$ cat src/rtl/flash_gate_pkg.sv
package flash_gate_pkg;
    localparam int CMD_W = 3;

    typedef enum logic [CMD_W-1:0] {
        CMD_ADDR  = 3'd0,
        CMD_DATA  = 3'd1,
        CMD_READ  = 3'd2,
        CMD_WRITE = 3'd3,
        CMD_ERASE = 3'd4
    } cmd_t;

    typedef enum logic [1:0] {
        SQ_IDLE,
        SQ_HOLD,
        SQ_ISSUE,
        SQ_WAIT
    } seq_state_t;

    typedef enum logic [1:0] {
        ARB_OFF,
        ARB_STALL,
        ARB_ON
    } arb_state_t;

    function automatic logic is_long(input logic [CMD_W-1:0] c);
        return (c == CMD_WRITE) || (c == CMD_ERASE);
    endfunction
endpackage

$ cat src/rtl/erase_timer.sv
module erase_timer #(
    parameter int ERASE_CYCLES = 50_000_000
) (
    input  logic clk,
    input  logic rst_n,
    input  logic start,
    output logic expired
);
    localparam int CNT_W = $clog2(ERASE_CYCLES + 1);

    logic [CNT_W-1:0] remain_q;

    always_ff @(posedge clk) begin
        if (!rst_n)
            remain_q <= '0;
        else if (start)
            remain_q <= CNT_W'(ERASE_CYCLES - 1);
        else if (remain_q != '0)
            remain_q <= remain_q - 1'b1;
    end

    assign expired = (remain_q == '0);
endmodule

$ cat src/rtl/isp_arbiter.sv
module isp_arbiter
    import flash_gate_pkg::*;
(
    input  logic clk,
    input  logic rst_n,
    input  logic isp_request,
    input  logic long_active,
    output logic isp_ack,
    output logic isp_err,
    output logic session_hold
);
    arb_state_t state_q, state_d;

    always_ff @(posedge clk) begin
        if (!rst_n) state_q <= ARB_OFF;
        else        state_q <= state_d;
    end

    always_comb begin
        state_d = state_q;
        unique case (state_q)
            ARB_OFF:   if (isp_request) state_d = long_active ? ARB_STALL : ARB_ON;
            ARB_STALL: if (!isp_request) state_d = ARB_OFF;
                       else if (!long_active) state_d = ARB_ON;
            ARB_ON:    if (!isp_request) state_d = ARB_OFF;
            default:   state_d = ARB_OFF;
        endcase
    end

    always_comb begin
        isp_ack      = (state_q == ARB_ON);
        isp_err      = (state_q == ARB_STALL);
        session_hold = (state_q != ARB_OFF);
    end
endmodule

$ cat src/rtl/cmd_sequencer.sv
module cmd_sequencer
    import flash_gate_pkg::*;
(
    input  logic             clk,
    input  logic             rst_n,
    input  logic             usr_req,
    input  logic [CMD_W-1:0] usr_cmd,
    input  logic             gate,
    input  logic             fl_done,
    input  logic             erase_expired,
    output logic             fl_valid,
    output logic [CMD_W-1:0] fl_cmd,
    output logic             usr_ready,
    output logic             long_active,
    output logic             erase_start
);
    seq_state_t       state_q, state_d;
    logic [CMD_W-1:0] cmd_q;
    logic             done_seen_q;
    logic             finish;
    logic             strobe;

    assign strobe = (state_q == SQ_ISSUE) && !gate;
    assign finish = (done_seen_q || fl_done) &&
                    ((cmd_q != CMD_ERASE) || erase_expired);

    always_ff @(posedge clk) begin
        if (!rst_n) begin
            state_q     <= SQ_IDLE;
            cmd_q       <= '0;
            done_seen_q <= 1'b0;
        end else begin
            state_q <= state_d;
            if (state_q == SQ_IDLE && usr_req)
                cmd_q <= usr_cmd;
            if (strobe)
                done_seen_q <= 1'b0;
            else if (state_q == SQ_WAIT && fl_done)
                done_seen_q <= 1'b1;
        end
    end

    always_comb begin
        state_d = state_q;
        unique case (state_q)
            SQ_IDLE:  if (usr_req) state_d = gate ? SQ_HOLD : SQ_ISSUE;
            SQ_HOLD:  if (!gate)   state_d = SQ_ISSUE;
            SQ_ISSUE: state_d = gate ? SQ_HOLD : SQ_WAIT;
            SQ_WAIT:  if (finish)  state_d = SQ_IDLE;
            default:  state_d = SQ_IDLE;
        endcase
    end

    always_comb begin
        fl_valid    = strobe;
        usr_ready   = strobe;
        fl_cmd      = cmd_q;
        erase_start = strobe && (cmd_q == CMD_ERASE);
        long_active = (strobe || state_q == SQ_WAIT) && is_long(cmd_q);
    end
endmodule

$ cat src/rtl/flash_isp_gate.sv
module flash_isp_gate
    import flash_gate_pkg::*;
#(
    parameter int ERASE_CYCLES = 50_000_000
) (
    input  logic             clk,
    input  logic             rst_n,
    input  logic             usr_req,
    input  logic [CMD_W-1:0] usr_cmd,
    output logic             usr_ready,
    output logic             fl_valid,
    output logic [CMD_W-1:0] fl_cmd,
    input  logic             fl_done,
    input  logic             prog_busy,
    input  logic             isp_request,
    output logic             isp_ack,
    output logic             isp_err,
    output logic             isp_safe
);
    logic long_active;
    logic session_hold;
    logic erase_start;
    logic erase_expired;
    logic gate;

    assign gate     = prog_busy || isp_request || session_hold;
    assign isp_safe = !long_active;

    cmd_sequencer u_seq (
        .clk           (clk),
        .rst_n         (rst_n),
        .usr_req       (usr_req),
        .usr_cmd       (usr_cmd),
        .gate          (gate),
        .fl_done       (fl_done),
        .erase_expired (erase_expired),
        .fl_valid      (fl_valid),
        .fl_cmd        (fl_cmd),
        .usr_ready     (usr_ready),
        .long_active   (long_active),
        .erase_start   (erase_start)
    );

    isp_arbiter u_arb (
        .clk          (clk),
        .rst_n        (rst_n),
        .isp_request  (isp_request),
        .long_active  (long_active),
        .isp_ack      (isp_ack),
        .isp_err      (isp_err),
        .session_hold (session_hold)
    );

    erase_timer #(.ERASE_CYCLES(ERASE_CYCLES)) u_tmr (
        .clk     (clk),
        .rst_n   (rst_n),
        .start   (erase_start),
        .expired (erase_expired)
    );
endmodule

$ cat config.mk
export PLATFORM = sky130hd
export DESIGN_NAME = flash_isp_gate
export DESIGN_NICKNAME = d
export VERILOG_FILES = /design/src/rtl/flash_gate_pkg.sv /design/src/rtl/erase_timer.sv /design/src/rtl/isp_arbiter.sv /design/src/rtl/cmd_sequencer.sv /design/src/rtl/flash_isp_gate.sv
export SDC_FILE = /design/constraint.sdc
export NUM_CORES = 1
export LEC_CHECK = 0
export ABC_AREA = 1
export BUFFER_PORTS_ARGS = -buffer_cell sky130_fd_sc_hd__buf_2
export CELL_PAD_IN_SITES_DETAIL_PLACEMENT = 1
export CELL_PAD_IN_SITES_GLOBAL_PLACEMENT = 1
export CORE_ASPECT_RATIO = 1.1
export CORE_UTILIZATION = 45
export CTS_CLUSTER_SIZE = 12
export DETAILED_ROUTE_END_ITERATION = 8
export GPL_TIMING_DRIVEN = 0
export PLACE_DENSITY = 0.91
export RECOVER_POWER = 100
export SLEW_MARGIN = 10
export SYNTH_ARGS = -nofsm -noshare
export SYNTH_HDL_FRONTEND = slang
export SYNTH_SLANG_ARGS = --single-unit
$ cat constraint.sdc
create_clock -name clk -period 2.46 [get_ports clk]
set_input_delay 0.492 -clock clk [delete_from_list [all_inputs] [get_ports clk]]
set_output_delay 0.492 -clock clk [all_outputs]
set_load 0.03 [all_outputs]
==> flow_summary.ini <==
[run_status]
outcome = complete, no violations

[sta]
post-route-period-util = 0.850
fin_skew_ns = 0.00866
hold_viol_final = 0
rsz0062_at_grt = false
drv_slew = 0
min_period_ns = 2.09
slew_headroom = 0.597
worst_pin_slew_ns = 0.604
setup_viol = 0
fmax_ghz = 0.478
finalSetupTns_ns = 0

[yosys]
synthesis.area_um2 = 1930
synth_top_area_frac = 0.352
synth.avg_cell_area_um2 = 6.81
syn_inst = 284
synth_edf_count = 0
synth.most_common_cell = nand2_1
synth_warnings = 0
synthTopCellsByCount = 61 x nand2_1, 55 x nor2_1, 34 x dfxtp_1
yosys_most_used_dff = dfxtp_1
ys_types = 32
synth_nets = 294
async_reset_ff_frac = 0
yosysTopAreaCell = dfxtp_1
synth_seq_cells = 34
synth_area_leaders = dfxtp_1 35%, nand2_1 12%, nor2_1 11%
yosysSeqAreaShare = 0.352

[cells_and_area]
final_nets = 317
syn_to_final_growth_pct = 11.8
layout-drive-gt1-share = 0.153
final_area_um2 = 2160
n_antenna_cell = 0

[floorplanning]
ios = 17
initial_core_util = 0.477
core_um2 = 4050
die-height_um = 70.8
die_w_um = 64.5
die-area_um2 = 4570
row_count = 24

[cts]
cts_hold_buf = 0
clock_path_buffers = 2
clkSinkCount = 34
post_cts_buffers = 0
cts_htree_levels = 2
numCtsBuffers = 5
worstSkewPairLatency_ns = 0.29
post_cts_resize_count = 0
root_buffer = clkbuf_8
path_clk_slew_ns = 0.07
cts_tree = yes

[placed_design]
io_buffers = 16
dp_hpwl_um = 4320
place_area_um2 = 2080
place_congestion = 0.888

[detailed_routing]
drtPass1Iterations = 4
avgViaCountPerCell = 5.58
wire_per_inst_um = 16.3
drt_iter0_drc = 101
routed_wirelength_um = 5860
ant_nets = 0
route.vias.total = 2010
drc = 0

[setup_path]
max_stage_delay_ns = 0.37
cp_cell_sequence = inv_1 > ha_1 > nand2_1 > nor2_1 > nand4_1 > clkbuf_2 > nand3_1 > a21oi_2
cp_max_fo = 10
critPathArrivalTime_ns = 2.24
path_class = flip-flop to flip-flop
r2r_slack_ns = 0.37
cp-endpoint = u_tmr.remain_q[22]
r2r_start = u_tmr.remain_q[0]
startpoint = u_tmr.remain_q[0]
timing.rr.end = u_tmr.remain_q[22]
critPathLaunchType = flip-flop
crit_slowest_cell = dfxtp_1
cp.required_ns = 2.61
cp-end-kind = flip-flop
reg2reg_depth = 8

[grt]
grtUsageTotal = 0.282
grt_max_degree = 11
antenna_found_initial = 0
overflow = 0
grt_pass1_vias = 2112
grt_pass1_wl_um = 9650

[min_path]
hp-class = input pin to flip-flop

[run]
max_cap_violations = 0
==> layout by cell type (no fill, tap or decap), drive strengths merged <==
master | Yosys | layout
nor2 | 67 | 67
nand2 | 65 | 65
dfxtp | 34 | 34
a21oi | 26 | 26
nand3 | 24 | 24
inv | 19 | 19
clkbuf | 1 | 19
buf | 4 | 10
o21ai | 8 | 8
nand4 | 8 | 8
or2 | 5 | 5
o21bai | 5 | 5
xnor2 | 4 | 4
nand3b | 4 | 4
nor3 | 4 | 4
xor2 | 2 | 2
clkinv | 1 | 1
o21a | 1 | 1
o211ai | 1 | 1
ha | 1 | 1
==> state kept, by name, indices dropped and copies added (netlist names) <==
name	cells
u_seq.fl_cmd	3
u_seq.done_seen_q	1
u_seq.state_q	2
u_arb.state_q	2
u_tmr.remain_q	26
==> worst max-delay path: cells and delay by family, from the launching register on <==
kind	cells	cell delay, ns
AOI/OAI and AO/OA	1	0.05
adders and majority gates	1	0.32
buffers and inverters	2	0.49
DFF	1	0.37
and+or+nand+nor	4	0.71
==> how the worst min path moves through the flow <==
stage	start	to	slack (ns)	cells past startpoint
final	usr_cmd[0]	u_seq.fl_cmd[0]	0.45	3
after global routing	usr_cmd[1]	u_seq.fl_cmd[1]	0.47	3
after CTS	usr_cmd[0]	u_seq.fl_cmd[0]	0.46	3
after detailed placement	u_arb.state_q[1]	u_arb.state_q[0]	0.47	1
after global placement	u_arb.state_q[1]	u_arb.state_q[0]	0.46	1
after floorplan	u_arb.state_q[1]	u_arb.state_q[0]	0.44	1
==> kinds of logic (layout without fill, tap and decap cells) <==
group / after synthesis / in the layout / synth area share
AND/OR/NAND/NOR: 177 / 177 / 0.431
AO/OA/AOI/OAI: 41 / 41 / 0.123
flip-flops: 34 / 34 / 0.352
buffers and inverters: 25 / 49 / 0.0601
XOR/XNOR: 6 / 6 / 0.0272
adder cells (fa/ha/maj): 1 / 1 / 0.00647
==> stage by stage <==
stage / std cells / hold WS (ns) / util / worst slack, ns
4_1_cts: 360 / 0.456 / 0.540 / 0.447
5_1_grt: 360 / 0.466 / 0.533 / 0.242
3_5_place_dp: 352 / 0.470 / 0.513 / 0.468
6_report: 360 / 0.453 / 0.533 / 0.370
3_3_place_gp: 352 / 0.462 / 0.513 / 0.457
2_1_floorplan: 284 / 0.443 / - / 0.402
==> final cells by class <==
cell class	count	area, µm²
flip-flops and latches	34	681
inverters	20	75.1
clock buffers	8	110
plain buffers	5	38.8
well taps	52	65.1
multi-input cells	225	1120
repair buffers	16	68.8
fillers	580	1890
==> metal layers <==
layer / GRT usage / vias up / wire, µm
met5: 0 / - / 0
met4: 0.153 / 0 / 184
met3: 0.0645 / 17 / 286
met2: 0.516 / 69 / 3100
met1: 0.294 / 949 / 2290
li1: - / 975 / -
Power is left out: the tool's default activity adds up to more than one toggle a clock period on the data nets, which glitch-free logic cannot reach.
